--- config.mk ---
export PLATFORM = sky130hd
export DESIGN_NAME = wr_hdr_seq
export DESIGN_NICKNAME = d
export VERILOG_FILES = /design/src/rtl/wr_hdr_seq.sv
export SDC_FILE = /design/constraint.sdc
export NUM_CORES = 1
export LEC_CHECK = 0
export BUFFER_PORTS_ARGS = -buffer_cell sky130_fd_sc_hd__buf_2
export CAP_MARGIN = 40
export CORE_ASPECT_RATIO = 1.4
export CORE_MARGIN = 1.5
export CORE_UTILIZATION = 43
export DETAILED_ROUTE_END_ITERATION = 6
export GPL_ROUTABILITY_DRIVEN = 0
export PLACE_DENSITY = 0.78
export SYNTH_ARGS = -nofsm -noshare
export SYNTH_HDL_FRONTEND = slang
export SYNTH_SLANG_ARGS = --single-unit
--- constraint.sdc ---
create_clock -name clk -period 1.4 [get_ports clk]
set_clock_uncertainty 0.1 [all_clocks]
set_input_delay 0.28 -clock clk [delete_from_list [all_inputs] [get_ports clk]]
set_output_delay 0.28 -clock clk [all_outputs]
set_load 0.005 [all_outputs]
--- src/rtl/wr_hdr_seq.sv ---
module wr_hdr_seq (
  input  logic        clk,
  input  logic        rst_n,
  input  logic        cmd_valid,
  output logic        cmd_ready,
  input  logic [41:0] cmd_addr,
  input  logic [1:0]  cmd_len,
  input  logic [3:0]  cmd_type,
  input  logic [1:0]  cmd_vc,
  input  logic [15:0] cmd_mdata,
  input  logic        cmd_byte_mode,
  input  logic [5:0]  cmd_byte_start,
  input  logic [5:0]  cmd_byte_len,
  output logic        hdr_valid,
  input  logic        hdr_ready,
  output logic [79:0] hdr_data,
  output logic        cmd_err
);
  localparam logic [1:0] LEN_ONE  = 2'b00;
  localparam logic [1:0] LEN_TWO  = 2'b01;
  localparam logic [1:0] LEN_FOUR = 2'b11;
  localparam logic [3:0] TYPE_MAX = 4'h2;

  logic        busy, err_q;
  logic [1:0]  beat;
  logic [41:0] addr_q;
  logic [1:0]  len_q, vc_q;
  logic [3:0]  type_q;
  logic [15:0] md_q;
  logic        bmode_q;
  logic [5:0]  bstart_q, blen_q;

  wire take      = cmd_valid && cmd_ready;
  wire bad_align = (cmd_len == LEN_TWO && cmd_addr[0]) ||
                   (cmd_len == LEN_FOUR && cmd_addr[1:0] != 2'b00);
  wire bad_len   = cmd_len == 2'b10;
  wire bad_mode  = cmd_byte_mode && cmd_len != LEN_ONE;
  wire bad_type  = cmd_type > TYPE_MAX;
  wire bad       = bad_align || bad_len || bad_mode || bad_type;
  // legal length codes 00/01/11 equal the index of the final beat
  wire last_beat = beat == len_q;

  assign cmd_ready = !busy && !err_q;
  assign hdr_valid = busy;
  assign cmd_err   = err_q;

  always_ff @(posedge clk) begin
    if (!rst_n) begin
      busy     <= 1'b0;
      err_q    <= 1'b0;
      beat     <= '0;
      addr_q   <= '0;
      len_q    <= '0;
      vc_q     <= '0;
      type_q   <= '0;
      md_q     <= '0;
      bmode_q  <= 1'b0;
      bstart_q <= '0;
      blen_q   <= '0;
    end else begin
      err_q <= take && bad;
      if (take && !bad) begin
        busy     <= 1'b1;
        beat     <= '0;
        addr_q   <= cmd_addr;
        len_q    <= cmd_len;
        vc_q     <= cmd_vc;
        type_q   <= cmd_type;
        md_q     <= cmd_mdata;
        bmode_q  <= cmd_byte_mode;
        bstart_q <= cmd_byte_mode ? cmd_byte_start : 6'd0;
        blen_q   <= cmd_byte_mode ? cmd_byte_len : 6'd0;
      end else if (busy && hdr_ready) begin
        if (last_beat) busy <= 1'b0;
        else           beat <= beat + 2'd1;
      end
    end
  end

  always_comb begin
    hdr_data = '0;
    if (busy) begin
      hdr_data[67:64] = type_q;
      if (beat == 2'd0) begin
        hdr_data[79:74] = blen_q;
        hdr_data[73:72] = vc_q;
        hdr_data[71]    = 1'b1;
        hdr_data[70]    = bmode_q;
        hdr_data[69:68] = len_q;
        hdr_data[63:58] = bstart_q;
        hdr_data[57:16] = addr_q;
        hdr_data[15:0]  = md_q;
      end else begin
        hdr_data[17:16] = addr_q[1:0] + beat;
      end
    end
  end

  AST_STALL_HOLD: assert property (@(posedge clk) disable iff (!rst_n)
    hdr_valid && !hdr_ready |=> hdr_valid && $stable(hdr_data));
  AST_CMD_CLOSED: assert property (@(posedge clk) disable iff (!rst_n)
    hdr_valid |-> !cmd_ready);
  AST_REDUCED_ZERO: assert property (@(posedge clk) disable iff (!rst_n)
    hdr_valid && !hdr_data[71] |-> hdr_data[79:68] == 12'd0 && hdr_data[63:18] == 46'd0 && hdr_data[15:0] == 16'd0);
  AST_ERR_PULSE: assert property (@(posedge clk) disable iff (!rst_n)
    cmd_err |=> !cmd_err);
  AST_ERR_NO_HDR: assert property (@(posedge clk) disable iff (!rst_n)
    cmd_err |-> !hdr_valid && !cmd_ready);
  AST_TYPE_LEGAL: assert property (@(posedge clk) disable iff (!rst_n)
    hdr_valid |-> hdr_data[67:64] <= 4'h2);
  AST_LINE_BYTES_ZERO: assert property (@(posedge clk) disable iff (!rst_n)
    hdr_valid && hdr_data[71] && !hdr_data[70] |-> hdr_data[79:74] == 6'd0 && hdr_data[63:58] == 6'd0);
  AST_BYTE_SINGLE: assert property (@(posedge clk) disable iff (!rst_n)
    hdr_valid && hdr_data[71] && hdr_data[70] |-> hdr_data[69:68] == 2'b00);
  AST_FIRST_AFTER_ACCEPT: assert property (@(posedge clk) disable iff (!rst_n)
    cmd_valid && cmd_ready && !bad |=> hdr_valid && hdr_data[71]);
endmodule

# After elaboration in Yosys (flattened, before gate mapping)
# Cells that the tools add are included.
# W data, S select, Z words.
[totals]
ramBits = 0
latch_bits = 0
word_cells = 53
n_memories = 0
rom_bits = 0
ff_bits = 83
[classes]
order_cmp = 1
multipliers = 0
bitwise_logic = 2
n_reduce_logical = 23
eq_ne = 4
shifts = 0
add_sub_neg = 2
mux = 10
n_div = 0
[ops]
columns = ["cell", "count"]
rows = [
  ["$mux W80", 1],
  ["$mux W46", 1],
  ["$mux W16", 1],
  ["$mux W12", 1],
  ["$mux W6", 2],
  ["$logic_and A1 B1 Y1", 8],
  ["$reduce_bool A2 Y1", 4],
  ["$eq A2 B2 Y1 const B", 2],
  ["$gt A4 B2 Y1 const B", 1],
  ["$logic_or A1 B1 Y1", 4],
  ["$reduce_and A2 Y1", 2],
  ["$logic_not A1 Y1", 3],
  ["$mux W1", 3],
  ["$add A2 B1 Y2 const B", 1],
  ["$add A2 B2 Y2", 1],
  ["$eq A2 B1 Y1 const B", 1],
  ["$eq A2 B2 Y1", 1],
  ["$logic_not A2 Y1", 1],
  ["$mux W2", 1],
  ["$not A1 Y1", 2],
  ["$reduce_or A2 Y1", 1],
]

# Logic depth before layout (Yosys ltp)
# Gate-level depths: netlist (run 1).
[depth]
word_depth = 10
ltp_mapped = 6

# Least setup slack after synthesis (run 1)
# OpenSTA, ideal clock, no wires.
[synth_path]
path_kind = "register -> output"
startpoint = "register beat[0]"
endpoint = "output hdr_data[13]"
t_arrival_ns = 1.215
stages_incl_launch_ff = 6
path_slack_ns = -0.195
path_cell_list = "dfxtp_1 -> inv_1 -> ha_1 -> clkbuf_1 -> clkbuf_1 -> and3_1"
[synth_between]
elab_chain_len = 3
[synth_rtl]
columns = ["item", "line_no", "text"]
rows = [
  ["start, declared", "25", "logic [1:0] beat;"],
  ["start signal, assigned", "75", "else beat <= beat + 2'd1;"],
  ["$logic_not A2 Y1", "84", "if (beat == 2'd0) begin"],
  ["$mux W16", "84", ""],
  ["$mux W80", "82", "if (busy) begin"],
  ["end, declared", "16", "output logic [79:0] hdr_data,"],
]
# No other way between the ends.

# Worst setup path after layout (run 1)
[layout_path]
startpoint = "register beat[0]"
endpoint = "output hdr_data[17]"
[layout_between]
elab_chain_len = 3
[layout_rtl]
columns = ["item", "line_no"]
rows = [
  ["$add A2 B2 Y2 / $logic_not A2 Y1 (equally long branches)", "94, 84"],
  ["$mux W2 (*)", "84"],
  ["$mux W80 (*)", "82"],
]
# Every way passes the cells marked *; elsewhere a longest branch is shown, timed or not.

==> implementation parameters, run 1 <==
Parameter                              Value

STA
  F_max ... 0.5078 GHz
  Final number of setup-violating endpoints ... 164
  Tightest slew margin relative to the limit ... 80.52%
  Min Clock Period, post-route ... 1969 ps
  RSZ-0062 raised after global routing ... true
  Setup slack after layout ... -569.1 ps
  Period utilisation layout ... 140.7%
  Least-Margin Pin Slew ... 292.2 ps
  Number of hold-slack violations in the final timing report ... 0
  Max-slew violation count ... 0

Min path
  WHS Endpoint ... blen_q[3]
  Worst hold path stage count ... 2
  HP Class ... in2reg
  Hold wc startpoint ... cmd_byte_len[3]

Route
  Number of nets with antenna violations after routing ... 0
  DR iter-0 viols ... 166
  Detailed-route via count ... 3897
  DR WL/cell ... 16.43 um
  Routed wire length ... 12.38 mm
  Number of design rule violations left after detail routing ... 0
  DR vias/cell ... 5.175
  Length of the first detailed-routing pass in iterations ... 5

Worst setup path
  R2R Setup Slk ... -340 ps
  Kind of start point of the critical path ... flop
  Reg-to-reg critical path endpoint ... vc_q[0]
  Slowest library cell on the worst path ... sky130_fd_sc_hd__dfxtp_2
  CP endpoint kind ... output port
  Worst Path Arrival ... 1590 ps
  Worst path top cell family by delay ... flip-flops
  Worst Path Max Fanout ... 4
  Data required time at the worst endpoint ... 1020 ps
  Stage delay of the slowest cell on the critical path ... 380 ps
  Buffer and inverter count on the worst path ... 2
  Startpoint of the worst-slack reg-to-reg timing path ... hdr_valid
  CP Cell Sequence ... inv_2, ha_4, or3_1, a21boi_1, buf_2
  Crit Path Category ... reg2out
  Logic depth of the worst register-to-register path ... 6

Power
  Pwr Density ... 866.1 nW/um^2
  Overall power consumption ... 5.330 mW
  Maximum ir drop on the vdd rail ... 0.8145 mV
  Leak ... 2.962 nW

Floorplanning
  Die Footprint ... 9730 sq um
  Starting utilization of the core area ... 44.03%
  Horiz. Die Dim ... 83.80 um
  Height of the die ... 116.1 um
  Number of rows in the core area ... 41
  # IOs ... 166
  Placeable core region ... 8926 sq um

Global route
  Met3 GRT Util ... 5.936%
  Largest net degree at the start of global routing ... 55
  Met2 GRT Util ... 46.56%
  Number of global-route vias before repair ... 3910
  Met1 demand-to-capacity share in global routing ... 27.91%
  Wire length of the first global-routing pass ... 19.15 mm
  Tot GR Track Use ... 25.19%
  Antenna violations before repair ... 0
  Peak-usage layer in the global routing report ... met2
  Total grt overflow ... 0

CTS
  Number of buffers on the longest clock path ... 2
  Later-pin clock latency in the skew report ... 330 ps
  Register clock-pin slew on the reported worst setup and hold paths ... 60 ps
  H-Tree Depth ... 3
  CTS Hold Bufs ... 0
  CTS sink cnt ... 83
  CTS Root Buffer Type ... sky130_fd_sc_hd__clkbuf_16
  Clock tree from TritonCTS ... built
  Num CTS Buffers ... 9

Synthesis
  Flip-flop and latch count after synthesis ... 83
  Area of the mapped netlist ... 3930 sq um
  Async S/R FF share, synth ... 0%
  Main synth FF type ... sky130_fd_sc_hd__dfxtp_1
  Synthesized Nets ... 528
  Count of cell types in the netlist ... 27
  Number of synthesized flops with an enable pin ... 0
  Register area share after synthesis ... 42.28%
  Mean Syn Cell Area ... 8.871 sq um
  Number of warnings printed during yosys synthesis ... 0
  Synthesized netlist cell count ... 443

Place
  Worst slack after detailed placement ... -234.1 ps
  Dpl hpwl ... 6.953 mm
  Number of buffers added on ports ... 165

Final layout
  Most common cell after layout, fill and taps aside ... sky130_fd_sc_hd__buf_2
  Number of diodes added for antenna fixing ... 0
  # fillers ... 698
  Leading cell types in the layout, fill and taps excluded ... sky130_fd_sc_hd__buf_2, sky130_fd_sc_hd__nand2_1, sky130_fd_sc_hd__dfxtp_1
  Share of post-route cells with drive strength above 1 ... 44.27%
  Layout overhead on the synthesized area ... 56.61%
  Final nets ... 726

Outcome
  Result of the run ... finished with violations
  Violated checks ... setup timing

Flow run
  # Max-Cap Violations ... 0
power breakdown:
part           switching (mW)  internal (mW)  total [mW]  leakage (nW)
clock                   0.908           1.53        2.44         0.150
combinational           0.227          0.256       0.484          2.14
sequential             0.0177           2.39        2.41         0.672
total                    1.15           4.18        5.33          2.96
routing by layer:
layer | vias up | routed length (um)
li1 | 1903 | -
met2 | 130 | 6534
met3 | 21 | 584
met4 | 0 | 281
met1 | 1843 | 4974
met5 | - | 0
timing repair:
item,CTS,global route
pin swaps,15,13
gates cloned,18,1
gates resized for setup,71,32
buffers inserted,17,9
setup endpoints to repair,159,164
worst max path at each step:
stage                     slack, ps  cells past startpoint         from            to
final                          -570                      5      beat[0]  hdr_data[17]
after global routing           -620                      5      beat[0]  hdr_data[17]
after CTS                      -530                      5      beat[0]  hdr_data[17]
after detailed placement       -230                      6   cmd_len[0]       vc_q[0]
after global placement         -160                      5      beat[1]  hdr_data[55]
after floorplan                 -30                      5  cmd_type[1]     addr_q[0]
metrics by stage:
stage	std cells	hold WS (ps)	cell area, sq um	TNS (ps)	utilization, %
floorplan	443	305.8	3984	-2094	-
global placement	701	337.7	4938	-18910	55.33
detailed placement	701	345.1	4938	-21460	55.33
CTS	752	52.57	6173	-57350	69.16
global route	753	66.19	6155	-68330	68.95
finish	753	58.19	6155	-59030	68.95
state kept, by name (all words and copies together) (netlist names):
signal,cells
beat,2
addr_q,42
blen_q,6
cmd_err,1
md_q,16
bstart_q,6
len_q,2
bmode_q,1
type_q,4
hdr_valid,1
vc_q,2
Yosys cell counts (3+ instances only):
cell type | number | area, sq um
sky130_fd_sc_hd__nor2_1 | 3 | 11.26
sky130_fd_sc_hd__and2_1 | 6 | 37.54
sky130_fd_sc_hd__buf_12 | 7 | 140.1
sky130_fd_sc_hd__dfxtp_1 | 83 | 1662
sky130_fd_sc_hd__mux2i_1 | 64 | 640.6
sky130_fd_sc_hd__and3_1 | 77 | 481.7
sky130_fd_sc_hd__xnor2_1 | 4 | 35.03
sky130_fd_sc_hd__a32o_1 | 12 | 120.1
sky130_fd_sc_hd__clkbuf_1 | 33 | 123.9
sky130_fd_sc_hd__nand2_1 | 131 | 491.7
sky130_fd_sc_hd__inv_1 | 3 | 11.26
worst reg2reg max path, cell delays in order (launching register included):
cell	delay, ps
sky130_fd_sc_hd__dfxtp_4	360
sky130_fd_sc_hd__buf_6	120
sky130_fd_sc_hd__nor3b_4	230
sky130_fd_sc_hd__and4_4	320
sky130_fd_sc_hd__buf_12	160
sky130_fd_sc_hd__buf_12	150
sky130_fd_sc_hd__mux2i_1	220
layout make-up:
cell class / instances / area (sq um) / area share (%)
clock buffers: 15 / 277.8 / 4.513
clock inverters: 1 / 30.03 / 0.4879
inverters: 3 / 11.26 / 0.1830
multi-input cells: 315 / 2183 / 35.47
flip-flops and latches: 83 / 1672 / 27.16
well taps: 107 / 133.9 / 2.175
repair buffers: 229 / 1847 / 30.01
logic make-up after synthesis:
family | Yosys count | synth area share (%)
and+or+nand+nor | 223 | 27.35
DFF | 83 | 42.28
muxes | 65 | 16.59
buffers and inverters | 45 | 7.418
AOI/OAI and AO/OA | 21 | 4.839
xor gates and xnor gates | 4 | 0.8913
adders and majority gates | 2 | 0.6366
Note: power is estimated with default switching activity, not from simulation.
==> run 2, diff against run 1 <==
--- a/config.mk
+++ b/config.mk
@@ -6,13 +6,14 @@
 export NUM_CORES = 1
 export LEC_CHECK = 0
 export BUFFER_PORTS_ARGS = -buffer_cell sky130_fd_sc_hd__buf_2
-export CAP_MARGIN = 40
+export CAP_MARGIN = 20
 export CORE_ASPECT_RATIO = 1.4
 export CORE_MARGIN = 1.5
 export CORE_UTILIZATION = 43
 export DETAILED_ROUTE_END_ITERATION = 6
 export GPL_ROUTABILITY_DRIVEN = 0
 export PLACE_DENSITY = 0.78
+export REMOVE_ABC_BUFFERS = 1
 export SYNTH_ARGS = -nofsm -noshare
 export SYNTH_HDL_FRONTEND = slang
 export SYNTH_SLANG_ARGS = --single-unit
==> implementation parameters, run 2 (synthesis gave the netlist of run 1 again) <==
Parameter                              Value

Final layout
  Leading cell types in the layout, fill and taps excluded ... sky130_fd_sc_hd__buf_2, sky130_fd_sc_hd__nand2_1, sky130_fd_sc_hd__dfxtp_1
  Largest registers ... addr_q (42), md_q (16)
  Number of diodes added for antenna fixing ... 0 (unchanged)
  Largest reg by FF count ... addr_q
  Post-route cell area ... 6275 sq um (+2.0%)
  Number of flip-flops under the largest register name ... 42 (unchanged)
  Share of post-route cells with drive strength above 1 ... 44.58% (+0.31 points)
  Final nets ... 735 (+1.2%)
  Layout overhead on the synthesized area ... 59.66%
  Count of placed standard cells in the final layout, fillers left out ... 762 (+1.2%)
  Most common cell after layout, fill and taps aside ... sky130_fd_sc_hd__buf_2

CTS
  Number of buffers on the longest clock path ... 2 (unchanged)
  CTS sink cnt ... 83 (unchanged)
  Clock tree from TritonCTS ... built
  CTS Root Buffer Type ... sky130_fd_sc_hd__clkbuf_16
  Register clock-pin slew on the reported worst setup and hold paths ... 60 ps (about the same)
  H-Tree Depth ... 3 (unchanged)
  Num CTS Buffers ... 9 (unchanged)
  CTS Hold Bufs ... 0 (unchanged)
  Later-pin clock latency in the skew report ... 330 ps (about the same)

Route
  Routed wire length ... 13.12 mm (+6.0%)
  DR iter-0 viols ... 270 (+63%)
  Detailed-route via count ... 4019 (+3.1%)
  Length of the first detailed-routing pass in iterations ... 4 (-1)
  DR WL/cell ... 17.22 um (+4.8%)
  Number of design rule violations left after detail routing ... 0 (unchanged)
  Number of nets with antenna violations after routing ... 0 (unchanged)
  DR vias/cell ... 5.274 (+1.9%)

Floorplanning
  # IOs ... 166 (unchanged)
  Starting utilization of the core area ... 44.03% (unchanged)
  Placeable core region ... 8926 sq um (unchanged)
  Horiz. Die Dim ... 83.80 um (unchanged)
  Die Footprint ... 9730 sq um (unchanged)
  Number of rows in the core area ... 41 (unchanged)
  Height of the die ... 116.1 um (unchanged)

STA
  Min Clock Period, post-route ... 1892 ps (-76.72 ps)
  Final number of setup-violating endpoints ... 164 (unchanged)
  Period utilisation layout ... 135.2% (-5.5 points)
  Setup slack after layout ... -492.4 ps (+76.72 ps)
  Least-Margin Pin Slew ... 281.2 ps (-10.96 ps)
  Tightest hold margin ... 62.10 ps (+3.906 ps)
  RSZ-0062 raised after global routing ... true
  Tightest slew margin relative to the limit ... 81.13% (+0.60 points)
  Final setup TNS ... -60070 ps (-1036 ps)
  F_max ... 0.5284 GHz (+4.1%)
  Number of hold-slack violations in the final timing report ... 0 (unchanged)
  Max-slew violation count ... 0 (unchanged)

Power
  Leak ... 3.038 nW (+2.6%)
  Maximum ir drop on the vdd rail ... 0.7308 mV (-10%)
  Pwr Density ... 854.3 nW/um^2 (-1.4%)

Worst setup path
  CP endpoint kind ... output port
  Crit Path Category ... reg2out
  Worst path top cell family by delay ... buffers and inverters
  CP Cell Sequence ... inv_2, ha_4, buf_6, buf_12, and3_1, buf_2
  Worst Path Max Fanout ... 18 (+14)
  Kind of start point of the critical path ... flop
  Data required time at the worst endpoint ... 1020 ps (about the same)
  Buffer and inverter count on the worst path ... 4 (+2)
  Worst Path Arrival ... 1510 ps (-80 ps)
  Slowest library cell on the worst path ... sky130_fd_sc_hd__dfxtp_2
  Stage delay of the slowest cell on the critical path ... 350 ps (-30 ps)

Outcome
  Result of the run ... finished with violations
  Violated checks ... setup timing

Global route
  Total grt overflow ... 0 (unchanged)
  Antenna violations before repair ... 0 (unchanged)
  Wire length of the first global-routing pass ... 19.17 mm (+0.11%)
  Tot GR Track Use ... 24.95% (-0.24 points)
  Number of global-route vias before repair ... 3745 (-4.2%)
  Largest net degree at the start of global routing ... 70 (+27%)

Place
  Placed Instance Area ... 4991 sq um (+1.1%)
  Number of placed instances, taps included ... 708 (+1.0%)
  Worst slack after detailed placement ... -259.7 ps (-25.59 ps)
  Number of buffers added on ports ... 165 (unchanged)
  Dpl hpwl ... 7.334 mm (+5.5%)

Flow run
  # Max-Cap Violations ... 0 (unchanged)

Min path
  HP Class ... in2reg
## run 2: cell type report
type / instances / area [sq um]
clock buffer: 15 / 277.8
clock inverter: 1 / 30.03
tap: 107 / 133.9
timing repair buffer: 237 / 1999
inverter: 3 / 11.26
sequential: 83 / 1668
fill: 684 / 2651
multi-input combinational: 316 / 2155
## run 2: metal layers
layer	global-route usage (%)	wire [um]	up-vias
li1	-	-	1923
met3	2.898	568	21
met1	28.05	5009	1937
met4	9.508	258	0
met2	48.23	7286	138
met5	0	0	-
## run 2: worst paths after layout
| path | startpoint | end | slack (ps) | cells past startpoint |
|---|---|---|---|---|
| worst min-delay path | cmd_byte_len[3] | blen_q[3] | 60 | 2 |
| worst min register to register | addr_q[4] | addr_q[4] | 350 | 2 |
| worst max register to register | hdr_valid | addr_q[33] | -430 | 7 |
| worst max-delay path | beat[0] | hdr_data[60] | -490 | 6 |
## run 2: where the power goes
group          switching, mW  internal [mW]  total (mW)
Sequential            0.0171           2.39        2.41
Combinational          0.242          0.263       0.505
Clock                  0.915           1.53        2.45
Total                   1.17           4.19        5.36
## run 2: repair_timing
action	4_1_cts	5_1_grt
pin swaps	25	9
cloned	16	5
endpoints found under the hold margin	0	0
resized for setup	85	34
endpoints found under the setup margin	149	164
buffers inserted	18	13
## run 2: through the flow
step | utilization (%) | power [mW]
2_1_floorplan | - | 2.574
3_3_place_gp | 55.92 | 2.833
3_5_place_dp | 55.92 | 2.846
4_1_cts | 69.79 | 5.364
5_1_grt | 70.30 | 5.528
6_report | 70.30 | 5.360
==> run 3, diff against run 2 <==
--- a/config.mk
+++ b/config.mk
@@ -6,9 +6,8 @@
 export NUM_CORES = 1
 export LEC_CHECK = 0
 export BUFFER_PORTS_ARGS = -buffer_cell sky130_fd_sc_hd__buf_2
-export CAP_MARGIN = 20
 export CORE_ASPECT_RATIO = 1.4
-export CORE_MARGIN = 1.5
+export CORE_MARGIN = 2
 export CORE_UTILIZATION = 43
 export DETAILED_ROUTE_END_ITERATION = 6
 export GPL_ROUTABILITY_DRIVEN = 0
==> implementation parameters, run 3 (synthesis gave the netlist of run 1 again) <==
Parameter                              Value

Outcome
  Result of the run ... finished with violations
  Violated checks ... setup timing

CTS
  Clock tree from TritonCTS ... built
  CTS sink cnt ... 83 (unchanged)
  Number of buffers on the longest clock path ... 2 (unchanged)
  H-Tree Depth ... 3 (unchanged)
  CTS Root Buffer Type ... sky130_fd_sc_hd__clkbuf_16
  Num CTS Buffers ... 9 (unchanged)
  Register clock-pin slew on the reported worst setup and hold paths ... 60 ps (about the same)
  CTS Hold Bufs ... 0 (unchanged)
  Later-pin clock latency in the skew report ... 330 ps (about the same)

Global route
  Total grt overflow ... 0 (unchanged)
  Antenna violations before repair ... 0 (unchanged)
  Number of global-route vias before repair ... 3783 (+1.0%)
  Tot GR Track Use ... 24.17% (-0.79 points)
  Wire length of the first global-routing pass ... 18.68 mm (-2.6%)
  Largest net degree at the start of global routing ... 73 (+4.3%)

Route
  Number of design rule violations left after detail routing ... 0 (unchanged)
  Detailed-route via count ... 3956 (-1.6%)
  Length of the first detailed-routing pass in iterations ... 4 (unchanged)
  Routed wire length ... 12.62 mm (-3.9%)
  DR iter-0 viols ... 294 (+8.9%)
  DR vias/cell ... 5.254 (-0.39%)
  Number of nets with antenna violations after routing ... 0 (unchanged)
  DR WL/cell ... 16.75 um (-2.7%)

STA
  F_max ... 0.5075 GHz (-4.0%)
  Least-Margin Pin Slew ... 314.2 ps (+32.99 ps)
  Final number of setup-violating endpoints ... 164 (unchanged)
  Number of hold-slack violations in the final timing report ... 0 (unchanged)
  Max-slew violation count ... 0 (unchanged)
  RSZ-0062 raised after global routing ... true
  Period utilisation layout ... 140.7% (+5.6 points)
  Tightest slew margin relative to the limit ... 78.91% (-2.2 points)
  Setup slack after layout ... -570.3 ps (-77.85 ps)
  Min Clock Period, post-route ... 1970 ps (+77.85 ps)

Min path
  HP Class ... in2reg
  Hold wc startpoint ... cmd_byte_start[5]

Worst setup path
  CP endpoint kind ... output port
  Slowest library cell on the worst path ... sky130_fd_sc_hd__or3_1
  Worst Path Arrival ... 1590 ps (+80 ps)
  Buffer and inverter count on the worst path ... 2 (-2)
  Startpoint of the worst-slack reg-to-reg timing path ... hdr_valid
  R2R Setup Slk ... -470 ps (-40 ps)
  Stage delay of the slowest cell on the critical path ... 360 ps (about the same)
  Worst Path Max Fanout ... 4 (-14)
  Kind of start point of the critical path ... flop
  Crit Path Category ... reg2out
  Launching element of the worst setup path ... beat[1]
  Data required time at the worst endpoint ... 1020 ps (about the same)
  Worst path top cell family by delay ... simple AND/OR/NAND/NOR gates
  CP Cell Sequence ... inv_1, ha_4, or3_1, a21boi_1, buf_2

Final layout
  Most common cell after layout, fill and taps aside ... sky130_fd_sc_hd__buf_2
  Share of post-route cells with drive strength above 1 ... 41.95% (-2.6 points)
  Leading cell types in the layout, fill and taps excluded ... sky130_fd_sc_hd__buf_2, sky130_fd_sc_hd__nand2_1, sky130_fd_sc_hd__dfxtp_1
  Final nets ... 727 (-1.1%)
  Seq. cell area ... 1670 sq um (+0.15%)
  Largest reg by FF count ... addr_q
  Area of the multi-input gates ... 2110 sq um (-2.1%)
  Post-route cell area ... 6058 sq um (-3.4%)
  Layout overhead on the synthesized area ... 54.15%
  Number of flip-flops under the largest register name ... 42 (unchanged)
  Count of placed standard cells in the final layout, fillers left out ... 753 (-1.2%)
  # fillers ... 686 (+0.29%)
  Number of diodes added for antenna fixing ... 0 (unchanged)
  Largest registers ... addr_q (42), md_q (16)

Floorplanning
  Starting utilization of the core area ... 44.03% (unchanged)
  Height of the die ... 117.1 um (+0.86%)
  Placeable core region ... 8926 sq um (unchanged)
  Number of rows in the core area ... 41 (unchanged)
  Horiz. Die Dim ... 84.80 um (+1.2%)
  Die Footprint ... 9931 sq um (+2.1%)
  # IOs ... 166 (unchanged)

Place
  Dpl hpwl ... 7.439 mm (+1.4%)
  Number of buffers added on ports ... 165 (unchanged)
  Worst slack after detailed placement ... -240.6 ps (+19.12 ps)
  Number of placed instances, taps included ... 701 (-0.99%)
  Placed Instance Area ... 4913 sq um (-1.6%)

Power
  Pwr Density ... 835.0 nW/um^2 (-2.3%)
  Leak ... 2.991 nW (-1.5%)
  Maximum ir drop on the vdd rail ... 0.6939 mV (-5.0%)

Flow run
  # Max-Cap Violations ... 0 (unchanged)
==> run 3: cell count changes in the layout (fill, tap and decap cells not counted), moves of 3 or more <==
cell	before	now
sky130_fd_sc_hd__clkinv_2	0	3
sky130_fd_sc_hd__buf_2	147	158
sky130_fd_sc_hd__and3_1	61	73
sky130_fd_sc_hd__buf_8	8	5
sky130_fd_sc_hd__buf_6	30	20
sky130_fd_sc_hd__and3_4	16	4
sky130_fd_sc_hd__buf_4	25	18
sky130_fd_sc_hd__buf_16	6	10
==> run 3: path summary, 6_finish.rpt <==
path	end	depth (start not counted)
max	hdr_data[17]	5
min	bstart_q[5]	2
max reg2reg	addr_q[15]	8
min reg2reg	addr_q[20]	2
==> run 3: worst reg2reg max path, cell delays in order (launching register included) <==
cell and delay, ps:
sky130_fd_sc_hd__dfxtp_4 360, sky130_fd_sc_hd__buf_6 120, sky130_fd_sc_hd__nor3b_4 230, sky130_fd_sc_hd__buf_4 160, sky130_fd_sc_hd__buf_6 80, sky130_fd_sc_hd__and4_4 290
sky130_fd_sc_hd__buf_12 130, sky130_fd_sc_hd__buf_12 120, sky130_fd_sc_hd__mux2i_1 210
==> run 3: area by class of cell <==
class,instances,area share (%)
Multi-Input combinational cell,316,34.82
Timing Repair Buffer,229,30.90
Sequential cell,83,27.57
Clock buffer,12,4.069
Tap cell,107,2.210
Clock inverter,3,0.2478
Inverter,3,0.1859
==> run 3: timing repair <==
| action | 4_1_cts | 5_1_grt |
|---|---|---|
| resized for setup | 53 | 38 |
| pin swaps | 19 | 7 |
| gates cloned | 17 | 3 |
| setup buffers | 16 | 12 |
| endpoints found under the setup margin | 163 | 164 |
==> run 3: where the power goes <==
| part | internal, mW | switching (mW) | total, mW |
|---|---|---|---|
| logic | 0.269 | 0.239 | 0.508 |
| registers | 2.39 | 0.0171 | 2.41 |
| clock network | 1.23 | 0.912 | 2.14 |
| total | 3.89 | 1.17 | 5.06 |
==> run 3: through the flow <==
| stage | hold slack, ps | utilization, % | setup TNS, ps | power (mW) |
|---|---|---|---|---|
| 2_1_floorplan | 305.8 | - | -124840 | 2.574 |
| 3_3_place_gp | 337.9 | 55.05 | -21740 | 2.825 |
| 3_5_place_dp | 345.3 | 55.05 | -25450 | 2.839 |
| 4_1_cts | 57.43 | 66.64 | -56200 | 5.065 |
| 5_1_grt | 51.15 | 67.87 | -70440 | 5.259 |
| 6_report | 68.15 | 67.87 | -62040 | 5.059 |
==> run 3: per-layer routing <==
layer	share of wire, %	wire length (um)	track usage (%)
met5	0	0	0
met4	2.4	309	10.16
met1	38	4778	26.97
met2	55	6910	45.04
met3	4.9	617	4.418
